===== config.mk =====
export PLATFORM = sky130hd
export DESIGN_NAME = mei_line_ctrl
export DESIGN_NICKNAME = d
export VERILOG_FILES = /design/src/rtl/mei_pkg.sv /design/src/rtl/mei_snoop_fsm.sv /design/src/rtl/mei_proc_fsm.sv /design/src/rtl/mei_line_array.sv /design/src/rtl/mei_line_ctrl.sv
export SDC_FILE = /design/constraint.sdc
export NUM_CORES = 1
export LEC_CHECK = 0
export BUFFER_PORTS_ARGS = -buffer_cell sky130_fd_sc_hd__buf_2
export CAP_MARGIN = 0
export CORE_ASPECT_RATIO = 1.5
export CORE_MARGIN = 5
export CORE_UTILIZATION = 60
export DETAILED_ROUTE_END_ITERATION = 10
export GPL_TIMING_DRIVEN = 0
export PLACE_DENSITY = 0.81
export SLEW_MARGIN = 20
export SYNTH_ARGS = -nofsm -noshare
export SYNTH_HDL_FRONTEND = slang
export SYNTH_SLANG_ARGS = --single-unit
export TNS_END_PERCENT = 5

===== constraint.sdc =====
create_clock -name clk -period 3.4 [get_ports clk]
set_input_delay 0.17 -clock clk [delete_from_list [all_inputs] [get_ports clk]]
set_output_delay 0.17 -clock clk [all_outputs]
set_load 0.05 [all_outputs]

===== src/rtl/mei_pkg.sv =====
package mei_pkg;

    typedef enum logic [1:0] {
        ST_INV = 2'd0,
        ST_EXC = 2'd1,
        ST_MOD = 2'd2
    } line_state_e;

    typedef enum logic [1:0] {
        OP_RD_HIT  = 2'd0,
        OP_RD_MISS = 2'd1,
        OP_WR_HIT  = 2'd2,
        OP_WR_MISS = 2'd3
    } proc_op_e;

endpackage


===== src/rtl/mei_snoop_fsm.sv =====
module mei_snoop_fsm
    import mei_pkg::*;
(
    input  logic        valid_i,
    input  logic        inhibited_i,
    input  line_state_e cur_i,
    output line_state_e nxt_o,
    output logic        push_o
);

    always_comb begin
        nxt_o  = cur_i;
        push_o = 1'b0;
        if (valid_i) begin
            unique case (cur_i)
                ST_INV: nxt_o = ST_INV;
                ST_EXC: nxt_o = inhibited_i ? ST_EXC : ST_INV;
                ST_MOD: begin
                    push_o = 1'b1;
                    nxt_o  = inhibited_i ? ST_EXC : ST_INV;
                end
                default: nxt_o = ST_INV;
            endcase
        end
    end

endmodule


===== src/rtl/mei_proc_fsm.sv =====
module mei_proc_fsm
    import mei_pkg::*;
(
    input  logic        valid_i,
    input  proc_op_e    op_i,
    input  line_state_e cur_i,
    output line_state_e nxt_o,
    output logic        fill_o
);

    always_comb begin
        nxt_o  = cur_i;
        fill_o = 1'b0;
        if (valid_i) begin
            unique case (op_i)
                OP_RD_MISS: begin
                    fill_o = 1'b1;
                    nxt_o  = ST_EXC;
                end
                OP_WR_MISS: begin
                    fill_o = 1'b1;
                    nxt_o  = ST_MOD;
                end
                OP_RD_HIT: begin
                    if (cur_i == ST_INV) begin
                        fill_o = 1'b1;
                        nxt_o  = ST_EXC;
                    end
                end
                OP_WR_HIT: begin
                    fill_o = (cur_i == ST_INV);
                    nxt_o  = ST_MOD;
                end
                default: nxt_o = cur_i;
            endcase
        end
    end

endmodule


===== src/rtl/mei_line_array.sv =====
module mei_line_array
    import mei_pkg::*;
#(
    parameter int LINES = 16,
    localparam int IDX_W = $clog2(LINES)
) (
    input  logic                  clk,
    input  logic                  rst_n,
    input  logic                  pri_en_i,
    input  logic [IDX_W-1:0]      pri_idx_i,
    input  line_state_e           pri_state_i,
    input  logic                  sec_en_i,
    input  logic [IDX_W-1:0]      sec_idx_i,
    input  line_state_e           sec_state_i,
    output logic [LINES-1:0][1:0] states_o
);

    for (genvar g = 0; g < LINES; g++) begin : g_line
        logic pri_sel, sec_sel;
        assign pri_sel = pri_en_i && (pri_idx_i == IDX_W'(g));
        assign sec_sel = sec_en_i && (sec_idx_i == IDX_W'(g));

        always_ff @(posedge clk or negedge rst_n) begin
            if (!rst_n)       states_o[g] <= ST_INV;
            else if (pri_sel) states_o[g] <= pri_state_i;
            else if (sec_sel) states_o[g] <= sec_state_i;
        end
    end

endmodule


===== src/rtl/mei_line_ctrl.sv =====
module mei_line_ctrl
    import mei_pkg::*;
#(
    parameter int LINES = 16,
    localparam int IDX_W = $clog2(LINES)
) (
    input  logic             clk,
    input  logic             rst_n,
    input  logic             proc_valid,
    input  logic [1:0]       proc_op,
    input  logic [IDX_W-1:0] proc_idx,
    input  logic             snp_valid,
    input  logic             snp_cir,
    input  logic [IDX_W-1:0] snp_idx,
    input  logic [IDX_W-1:0] rd_idx,
    output logic [1:0]       rd_state,
    output logic             fill_req,
    output logic [IDX_W-1:0] fill_idx,
    output logic             push_req,
    output logic [IDX_W-1:0] push_idx
);

    logic [LINES-1:0][1:0] line_states;
    line_state_e snp_cur, snp_nxt, proc_cur, proc_nxt;
    logic        snp_push, proc_fill, same_line;

    assign snp_cur   = line_state_e'(line_states[snp_idx]);
    assign same_line = snp_valid && (snp_idx == proc_idx);
    // snoop result feeds the processor transition on a shared line
    assign proc_cur  = same_line ? snp_nxt : line_state_e'(line_states[proc_idx]);

    mei_snoop_fsm snoop_i (
        .valid_i     (snp_valid),
        .inhibited_i (snp_cir),
        .cur_i       (snp_cur),
        .nxt_o       (snp_nxt),
        .push_o      (snp_push)
    );

    mei_proc_fsm proc_i (
        .valid_i (proc_valid),
        .op_i    (proc_op_e'(proc_op)),
        .cur_i   (proc_cur),
        .nxt_o   (proc_nxt),
        .fill_o  (proc_fill)
    );

    mei_line_array #(.LINES(LINES)) array_i (
        .clk         (clk),
        .rst_n       (rst_n),
        .pri_en_i    (proc_valid),
        .pri_idx_i   (proc_idx),
        .pri_state_i (proc_nxt),
        .sec_en_i    (snp_valid),
        .sec_idx_i   (snp_idx),
        .sec_state_i (snp_nxt),
        .states_o    (line_states)
    );

    always_ff @(posedge clk or negedge rst_n) begin
        if (!rst_n) begin
            fill_req <= 1'b0;
            fill_idx <= '0;
            push_req <= 1'b0;
            push_idx <= '0;
        end else begin
            fill_req <= proc_fill;
            fill_idx <= proc_idx;
            push_req <= snp_push;
            push_idx <= snp_idx;
        end
    end

    assign rd_state = line_states[rd_idx];

endmodule



==> results_tabular.tex, run 1 <==
\begin{tabular}{lr}
\hline
Metric & Value \\
\hline
\multicolumn{2}{l}{\textbf{Outcome}} \\
Run status & finished, final reports clean \\
\multicolumn{2}{l}{\textbf{Worst setup path}} \\
FF-to-FF Start & array\_i.states\_o[23]\$\_DFFE\_PN0P\_ \\
First element of the critical path & array\_i.states\_o[23]\$\_DFFE\_PN0P\_ \\
Endpoint required time on the critical path & 3580 ps \\
Classification of the worst setup path & reg2reg \\
Critical-path maximum fanout & 10 \\
Critical Path End Type & flop \\
Critical Path Start Type & flop \\
Data arrival time of the worst path & 3350 ps \\
Logic depth of the worst register-to-register path & 8 \\
R2R Path End & array\_i.states\_o[14]\$\_DFFE\_PN0P\_ \\
Register-to-Register Setup Slack & 230 ps \\
\multicolumn{2}{l}{\textbf{STA}} \\
Hold violation count in the final report & 0 \\
Fin crit share & 93.30\% \\
Setup repair after global routing missed its margin & false \\
Setup clock skew after layout & 11.35 ps \\
Fin crit period & 3172 ps \\
Number of setup violations in the final report & 0 \\
Final worst-path setup slack & 227.7 ps \\
Transition time of the tightest slew-check pin & 959.3 ps \\
Relative slew slack & 36.05\% \\
Max-slew violation count & 0 \\
Highest clock rate & 0.3152 GHz \\
\multicolumn{2}{l}{\textbf{Floorplanning}} \\
Count of pins on the block boundary & 31 \\
Area of the placeable core & 0.005045 mm² \\
Die Span X & 68.42 µm \\
Number of rows created at floorplan & 32 \\
Starting utilization of the core area & 60.89\% \\
Vertical die dimension & 97.63 µm \\
Overall die area & 0.006680 mm² \\
\multicolumn{2}{l}{\textbf{Yosys}} \\
Most used DFF post-synth & sky130\_fd\_sc\_hd\_\_dfrtp\_1 \\
Sequential-to-total area share from yosys stat & 34.22\% \\
Post-synthesis instance area & 0.003072 mm² \\
Number of nets produced by synthesis & 299 \\
Post-synth ARST share & 100.0\% \\
Post-synthesis cell count & 279 \\
Number of synthesized flops with an enable pin & 0 \\
Flop and latch count out of synthesis & 42 \\
Syn. warnings & 0 \\
Number of distinct library cells after synthesis & 48 \\
Average cell area after synthesis & 11.01 µm² \\
\multicolumn{2}{l}{\textbf{CTS}} \\
Clock tree from TritonCTS & built \\
Deepest level of the CTS H-tree & 2 \\
Clock buffers created by TritonCTS & 5 \\
Reg clk slew, reported paths & 80 ps \\
CTS root buffer & sky130\_fd\_sc\_hd\_\_clkbuf\_8 \\
Clock tree sinks & 42 \\
Clk\_lat worst skew & 300 ps \\
Max Buffers Root-to-Sink & 2 \\
\multicolumn{2}{l}{\textbf{Final layout}} \\
Commonest non-fill, non-tap cell in the layout & sky130\_fd\_sc\_hd\_\_dfrtp\_1 \\
Nets & 337 \\
Synth-to-layout area growth & 12.18\% \\
Leading cell types in the layout, fill and taps excluded & 42 x sky130\_fd\_sc\_hd\_\_dfrtp\_1, 31 x sky130\_fd\_sc\_hd\_\_buf\_2, 24 x sky130\_fd\_sc\_hd\_\_nand2\_1, 20 x sky130\_fd\_sc\_hd\_\_mux4\_2 \\
Share of post-route cells with drive strength above 1 & 27.13\% \\
Filler Cells Inserted & 398 \\
Antenna diode count & 0 \\
\multicolumn{2}{l}{\textbf{Place}} \\
Worst setup slack after placement & -99.73 ps \\
I/O Buffers & 27 \\
DPL Wire Length & 7000 µm \\
Routability Congestion & 0.9723 \\
\multicolumn{2}{l}{\textbf{Pwr}} \\
Worst VDD drop & 0.3025 mV \\
Total leakage power & 0.001370 µW \\
Pwr/cell area & 509.1 mW/mm² \\
Power, Total & 1754 µW \\
\multicolumn{2}{l}{\textbf{GRT}} \\
First-pass GRT wire length & 14890 µm \\
Antenna violations before repair & 0 \\
Vias in the first global route & 2859 \\
Met3 Track Usage GR & 4.514\% \\
Met2 Track Usage GR & 48.49\% \\
Overall fraction of global-route tracks in use & 30.60\% \\
Met1 Track Usage GR & 36.18\% \\
Sum of overflow across all layers after global routing & 0 \\
Layer carrying the most global-route usage & met2 \\
Maximum number of pins on one net before global-route repair & 43 \\
\multicolumn{2}{l}{\textbf{Route}} \\
Via count & 2863 \\
Routed length per placed instance & 24.32 µm \\
Remaining routing DRC violations & 0 \\
Remaining antenna violation count after routing & 0 \\
Aggregate routed wire length & 9364 µm \\
First drt pass iteration count & 8 \\
Mean number of vias per cell & 7.436 \\
DRT iter0 DRCs & 350 \\
\multicolumn{2}{l}{\textbf{Min path}} \\
Hold crit path type & in2async \\
\multicolumn{2}{l}{\textbf{Flow run}} \\
Max capacitance violation total & 0 \\
\hline
\end{tabular}
==> flip-flops by register name (all words and copies together) (netlist names) <==
name,count
array_i.states_o,32
fill_idx,4
fill_req,1
push_idx,4
push_req,1
==> critical path: stages (launching register included) <==
cell,delay [ps]
sky130_fd_sc_hd__dfrtp_1,440
sky130_fd_sc_hd__mux4_2,480
sky130_fd_sc_hd__mux4_2,480
sky130_fd_sc_hd__ha_1,310
sky130_fd_sc_hd__nand2b_1,250
sky130_fd_sc_hd__a32oi_1,370
sky130_fd_sc_hd__inv_1,150
sky130_fd_sc_hd__buf_2,210
sky130_fd_sc_hd__o311ai_0,360
==> worst max-delay path by stage <==
stage                                  endpoint  slack [ps]  cells after the start
2_1_floorplan  array_i.states_o[12]$_DFFE_PN0P_         560                     10
3_3_place_gp   array_i.states_o[30]$_DFFE_PN0P_         -90                     11
3_5_place_dp   array_i.states_o[14]$_DFFE_PN0P_        -100                     11
4_1_cts        array_i.states_o[14]$_DFFE_PN0P_         200                     11
5_1_grt        array_i.states_o[14]$_DFFE_PN0P_         110                      8
6_report       array_i.states_o[14]$_DFFE_PN0P_         230                      8
==> Yosys cell counts (all sizes together), types with 2 or more instances <==
master    n  share of area [%]
nand3     7                1.1
nand2b    4               0.81
or3       3               0.61
nor2b     7                1.4
xor2      3               0.86
o2111ai  13                3.7
mux2i     7                2.3
nor2     18                2.2
nand2    24                2.9
buf      16                3.3
o221ai   13                3.7
o311ai   16                4.6
o211ai    3               0.73
nand3b   18                4.4
nor3      3               0.65
dfrtp    42                 34
inv       3               0.37
mux2      5                2.0
mux4     25                 19
o31a      2               0.86
clkbuf   10                1.2
and3      2               0.41
and2      5                1.1
o21ai    17                4.0
==> stage by stage <==
stage	instances	setup TNS, ps	cell area, µm²	hold slack [ps]	util [%]
3_3_place_gp	374	-173.5	3292	289.9	65.25
6_report	385	0	3446	13.80	68.30
5_1_grt	385	0	3446	19.59	68.30
3_5_place_dp	374	-440.9	3292	293.0	65.25
4_1_cts	385	0	3445	4.984	68.28
2_1_floorplan	279	0	3072	-125.6	-
==> kinds of logic (layout without fill, tap and decap cells) <==
group | after synthesis | count (layout) | share of synthesized area [%]
AOI/OAI and AO/OA | 69 | 69 | 18.78
DFF | 42 | 42 | 34.22
and+or+nand+nor | 97 | 97 | 17.35
muxes | 37 | 37 | 23.18
buffers and inverters | 29 | 67 | 4.929
xor gates and xnor gates | 4 | 4 | 1.141
adders and majority gates | 1 | 1 | 0.4073
==> repair_timing <==
action	4_1_cts	5_1_grt
resized for setup	0	2
setup endpoints to repair	0	3
hold endpoints to repair	4	0
buffers inserted	0	0
hold buffers	4	0
==> layout make-up <==
type / count / area [µm²] / area share, %
Buffer: 26 / 141.4 / 4.103
Multi-Input combinational cell: 208 / 1869 / 54.25
Clock buffer: 6 / 82.58 / 2.397
Tap cell: 68 / 85.08 / 2.469
Clock inverter: 1 / 30.03 / 0.8715
Inverter: 3 / 11.26 / 0.3268
Sequential cell: 42 / 1051 / 30.50
Timing Repair Buffer: 31 / 175.2 / 5.084
==> layer usage <==
metal	share of wire, %	wire [µm]
met5	0	0
met4	9.5	894
met3	8.1	757
met2	50	4690
met1	32	3022
==> power breakdown <==
part / internal (µW) / total, µW / leakage (µW) / switching, µW
clock: 235 / 408 / 0.0000573 / 173
combinational: 292 / 615 / 0.000784 / 323
sequential: 597 / 732 / 0.000529 / 134
total: 1120 / 1750 / 0.00137 / 630
Power figures use the tool's default switching activity.
==> inputs of run 2 (changes only) <==
--- a/config.mk
+++ b/config.mk
@@ -12,9 +12,10 @@
 export CORE_UTILIZATION = 60
 export DETAILED_ROUTE_END_ITERATION = 10
 export GPL_TIMING_DRIVEN = 0
-export PLACE_DENSITY = 0.81
+export PLACE_DENSITY_LB_ADDON = 0.15
 export SLEW_MARGIN = 20
 export SYNTH_ARGS = -nofsm -noshare
 export SYNTH_HDL_FRONTEND = slang
+export SYNTH_HIERARCHICAL = 1
 export SYNTH_SLANG_ARGS = --single-unit
 export TNS_END_PERCENT = 5
==> run 2 against run 1 <==
Against the previous run:
- synthesized area down 0.69%
- core utilization up 2.4 points
- largest power group is now combinational cells
- global-route usage up 0.51 points
- critical endpoint is now array_i/states_o[13]$_DFFE_PN0P_
- synthesized cell count up 10%
==> results_tabular.tex, run 2 <==
\begin{tabular}{lr}
\hline
Metric & Value \\
\hline
\multicolumn{2}{l}{\textbf{STA}} \\
Number of setup violations in the final report & 0 (unchanged) \\
Final worst-path setup slack & 113.9 ps (was 227.7 ps) \\
Hold violation count in the final report & 0 (unchanged) \\
Setup repair after global routing missed its margin & false (unchanged) \\
Max-slew violation count & 0 (unchanged) \\
Highest clock rate & 0.3043 GHz (was 0.3152 GHz) \\
Fin crit period & 3286 ps (was 3172 ps) \\
Fin crit share & 96.65\% (was 93.30\%) \\
Relative slew slack & 36.31\% (was 36.05\%) \\
Setup clock skew after layout & 8.162 ps (was 11.35 ps) \\
Post-route worst hold slack & 12.95 ps (was 13.80 ps) \\
Transition time of the tightest slew-check pin & 955.4 ps (was 959.3 ps) \\
\multicolumn{2}{l}{\textbf{Worst setup path}} \\
Classification of the worst setup path & reg2reg (unchanged) \\
Cell family with most CP delay & multiplexers (unchanged) \\
Data arrival time of the worst path & 3460 ps (was 3350 ps) \\
Cells along the critical path & mux4\_2 > mux4\_2 > nor2b\_1 > mux2\_2 > a22o\_1 > clkbuf\_1 > clkbuf\_1 > nor3\_1 > a31oi\_1 (was mux4\_2 > mux4\_2 > ha\_1 > nand2b\_1 > a32oi\_1 > inv\_1 > buf\_2 > o311ai\_0) \\
Critical-path maximum fanout & 10 (unchanged) \\
CP max stage delay & 500 ps (was 480 ps) \\
Buffering stage count on the worst path with inverters included & 2 (unchanged) \\
Standard cell with the maximum stage delay on the critical path & sky130\_fd\_sc\_hd\_\_mux4\_2 (unchanged) \\
Critical Path Start Type & flop (unchanged) \\
Critical Path End Type & flop (unchanged) \\
Endpoint required time on the critical path & 3570 ps (was 3580 ps) \\
\multicolumn{2}{l}{\textbf{CTS}} \\
Deepest level of the CTS H-tree & 2 (unchanged) \\
Clock tree sinks & 42 (unchanged) \\
Max Buffers Root-to-Sink & 2 (unchanged) \\
Clock tree from TritonCTS & built (unchanged) \\
Clk\_lat worst skew & 290 ps (was 300 ps) \\
Reg clk slew, reported paths & 90 ps (was 80 ps) \\
CTS root buffer & sky130\_fd\_sc\_hd\_\_clkbuf\_8 (unchanged) \\
Clock buffers created by TritonCTS & 5 (unchanged) \\
\multicolumn{2}{l}{\textbf{Yosys}} \\
Most used DFF post-synth & sky130\_fd\_sc\_hd\_\_dfrtp\_1 (unchanged) \\
Post-synthesis cell count & 307 (was 279) \\
Post-synthesis instance area & 0.003050 mm² (was 0.003072 mm²) \\
Syn. warnings & 6 (was 0) \\
Largest cells by area after synthesis & sky130\_fd\_sc\_hd\_\_dfrtp\_1 34\%, sky130\_fd\_sc\_hd\_\_mux4\_2 21\%, sky130\_fd\_sc\_hd\_\_a31oi\_1 6.6\% (was sky130\_fd\_sc\_hd\_\_dfrtp\_1 34\%, sky130\_fd\_sc\_hd\_\_mux4\_2 15\%, sky130\_fd\_sc\_hd\_\_nand3b\_1 4.4\%) \\
Number of nets produced by synthesis & 327 (was 299) \\
Post-synth ARST share & 100.0\% (unchanged) \\
Cell type with the largest total area after synthesis & sky130\_fd\_sc\_hd\_\_dfrtp\_1 (unchanged) \\
Number of distinct library cells after synthesis & 41 (was 48) \\
Number of synthesized flops with an enable pin & 0 (unchanged) \\
Average cell area after synthesis & 9.936 µm² (was 11.01 µm²) \\
Flop and latch count out of synthesis & 42 (unchanged) \\
Share of Yosys cell area claimed by the top area cell type & 34.45\% (was 34.22\%) \\
Sequential-to-total area share from yosys stat & 34.45\% (was 34.22\%) \\
Synth top cells by count & 45 x sky130\_fd\_sc\_hd\_\_nand2\_1, 42 x sky130\_fd\_sc\_hd\_\_dfrtp\_1, 32 x sky130\_fd\_sc\_hd\_\_a31oi\_1, 32 x sky130\_fd\_sc\_hd\_\_nor3\_1, 28 x sky130\_fd\_sc\_hd\_\_mux4\_2 (was 42 x sky130\_fd\_sc\_hd\_\_dfrtp\_1, 24 x sky130\_fd\_sc\_hd\_\_nand2\_1, 20 x sky130\_fd\_sc\_hd\_\_mux4\_2) \\
Most common cell in the synthesized netlist & sky130\_fd\_sc\_hd\_\_nand2\_1 (was sky130\_fd\_sc\_hd\_\_dfrtp\_1) \\
\multicolumn{2}{l}{\textbf{Place}} \\
DPL Wire Length & 6902 µm (was 7000 µm) \\
Worst setup slack after placement & -798.9 ps (was -99.73 ps) \\
Routability Congestion & 0.9926 (was 0.9723) \\
Inst Count DP & 401 (was 374) \\
I/O Buffers & 28 (was 27) \\
\multicolumn{2}{l}{\textbf{Pwr}} \\
Logic gate share of total power & 38.3\% (was 35.1\%) \\
Total leakage power & 0.001330 µW (was 0.001370 µW) \\
Clock network fraction of design power & 24.0\% (was 23.2\%) \\
Pwr/cell area & 594.8 mW/mm² (was 509.1 mW/mm²) \\
Net Sw Power & 738.8 µW (was 629.8 µW) \\
Reg power frac & 37.7\% (was 41.7\%) \\
Switching share of power & 35.94\% (was 35.90\%) \\
Internal power summed over all cells & 1317 µW (was 1125 µW) \\
Worst VDD drop & 0.3335 mV (was 0.3025 mV) \\
\multicolumn{2}{l}{\textbf{Final layout}} \\
Antenna diode count & 0 (unchanged) \\
Commonest non-fill, non-tap cell in the layout & sky130\_fd\_sc\_hd\_\_nand2\_1 (was sky130\_fd\_sc\_hd\_\_dfrtp\_1) \\
Synth-to-layout area growth & 13.29\% (was 12.18\%) \\
Largest register FFs & 32 (unchanged) \\
Filler Cells Inserted & 411 (was 398) \\
Registers with the highest flip-flop counts & array\_i/states\_o x32, fill\_idx x4, push\_idx x4 (was array\_i.states\_o x32, fill\_idx x4, push\_idx x4) \\
Final Util & 70.71\% (was 68.30\%) \\
Leading cell types in the layout, fill and taps excluded & 45 x sky130\_fd\_sc\_hd\_\_nand2\_1, 42 x sky130\_fd\_sc\_hd\_\_dfrtp\_1, 38 x sky130\_fd\_sc\_hd\_\_buf\_2, 32 x sky130\_fd\_sc\_hd\_\_nor3\_1, 32 x sky130\_fd\_sc\_hd\_\_a31oi\_1 (was 42 x sky130\_fd\_sc\_hd\_\_dfrtp\_1, 31 x sky130\_fd\_sc\_hd\_\_buf\_2, 24 x sky130\_fd\_sc\_hd\_\_nand2\_1, 20 x sky130\_fd\_sc\_hd\_\_mux4\_2) \\
Share of post-route cells with drive strength above 1 & 26.67\% (was 27.13\%) \\
Nets & 364 (was 337) \\
Register ranked first by flip-flop count & array\_i/states\_o (was array\_i.states\_o) \\
Layout Cells excl Fill & 411 (was 385) \\
\multicolumn{2}{l}{\textbf{GRT}} \\
Vias in the first global route & 2837 (was 2859) \\
Maximum number of pins on one net before global-route repair & 43 (unchanged) \\
Overall fraction of global-route tracks in use & 31.11\% (was 30.60\%) \\
First-pass GRT wire length & 15230 µm (was 14890 µm) \\
Antenna violations before repair & 0 (unchanged) \\
Sum of overflow across all layers after global routing & 0 (unchanged) \\
\multicolumn{2}{l}{\textbf{Route}} \\
Mean number of vias per cell & 7.051 (was 7.436) \\
First drt pass iteration count & 6 (was 8) \\
Aggregate routed wire length & 9334 µm (was 9364 µm) \\
Remaining routing DRC violations & 0 (unchanged) \\
Via count & 2898 (was 2863) \\
Routed length per placed instance & 22.71 µm (was 24.32 µm) \\
Remaining antenna violation count after routing & 0 (unchanged) \\
DRT iter0 DRCs & 410 (was 350) \\
\multicolumn{2}{l}{\textbf{Floorplanning}} \\
Die Span X & 68.22 µm (was 68.42 µm) \\
Number of rows created at floorplan & 31 (was 32) \\
Overall die area & 0.006640 mm² (was 0.006680 mm²) \\
Area of the placeable core & 0.004887 mm² (was 0.005045 mm²) \\
Count of pins on the block boundary & 31 (unchanged) \\
Vertical die dimension & 97.33 µm (was 97.63 µm) \\
Starting utilization of the core area & 62.42\% (was 60.89\%) \\
\multicolumn{2}{l}{\textbf{Min path}} \\
Hold crit path type & in2async (unchanged) \\
\multicolumn{2}{l}{\textbf{Outcome}} \\
Run status & finished, final reports clean (unchanged) \\
\multicolumn{2}{l}{\textbf{Flow run}} \\
Max capacitance violation total & 0 (unchanged) \\
\hline
\end{tabular}
## run 2: per-layer routing
layer | vias up | track usage, % | part of all wire (%)
li1 | 1249 | - | -
met1 | 1385 | 40.85 | 34
met2 | 211 | 47.85 | 50
met3 | 53 | 5.671 | 10
met4 | 0 | 16.23 | 5.9
met5 | - | 0 | 0
## run 2: cell families after synthesis
family | after synthesis | synth area share [%]
simple gates | 127 | 23.17
compound gates | 68 | 12.96
mux | 36 | 23.38
xor+xnor | 4 | 1.149
buf+inv | 29 | 4.471
fa+ha+maj | 1 | 0.4101
flops | 42 | 34.45
## run 2: repair_timing
action | in CTS | in global routing
hold buffers | 0 | 0
setup endpoints to repair | 16 | 10
pin swaps | 1 | 1
buffers inserted | 0 | 2
gates resized for setup | 5 | 3
## run 2: through the flow
step,instance area [µm²],power [µW],setup TNS (ps)
6_report,3456,2055,0
5_1_grt,3456,2152,0
4_1_cts,3435,2020,0
3_5_place_dp,3273,1511,-9209
3_3_place_gp,3273,1489,-8807
2_1_floorplan,3050,1270,0
## run 2: path summary, 6_finish.rpt
kind / start / to / slack [ps] / depth (start not counted)
worst max register to register: array_i/states_o[31]$_DFFE_PN0P_ / array_i/states_o[13]$_DFFE_PN0P_ / 110 / 9
max in group asynchronous: rst_n / array_i/states_o[11]$_DFFE_PN0P_ / 2780 / 1
worst min register to register: array_i/states_o[21]$_DFFE_PN0P_ / array_i/states_o[21]$_DFFE_PN0P_ / 610 / 2
worst min-delay path: rst_n / array_i/states_o[5]$_DFFE_PN0P_ / 10 / 1
min in group clk: proc_idx[0] / fill_idx[0]$_DFF_PN0_ / 40 / 1
worst max-delay path: array_i/states_o[31]$_DFFE_PN0P_ / array_i/states_o[13]$_DFFE_PN0P_ / 110 / 9
## run 2: power groups by stage
stage	clock (µW)	sequential (µW)	combinational, µW
floorplan	0	746	525
detailed placement	0	779	732
global placement	0	772	717
CTS	496	768	755
finish	493	776	787
global route	522	787	842
## run 2: final cells by class
class	count	area, µm²	area share (%)
buffer	27	136.4	3.946
timing repair buffer	30	155.1	4.490
tap	66	82.58	2.390
inverter	2	7.507	0.2172
sequential	42	1051	30.41
clock inverter	2	60.06	1.738
clock buffer	6	82.58	2.390
multi-input combinational	236	1881	54.42
## run 2: worst reg2reg max path, cell delays in order (launching register included)
cell	delay, ps
sky130_fd_sc_hd__dfrtp_1	440
sky130_fd_sc_hd__mux4_2	490
sky130_fd_sc_hd__mux4_2	500
sky130_fd_sc_hd__nor2b_1	280
sky130_fd_sc_hd__mux2_2	380
sky130_fd_sc_hd__a22o_1	210
sky130_fd_sc_hd__clkbuf_1	200
sky130_fd_sc_hd__clkbuf_1	320
sky130_fd_sc_hd__nor3_1	300
sky130_fd_sc_hd__a31oi_1	60
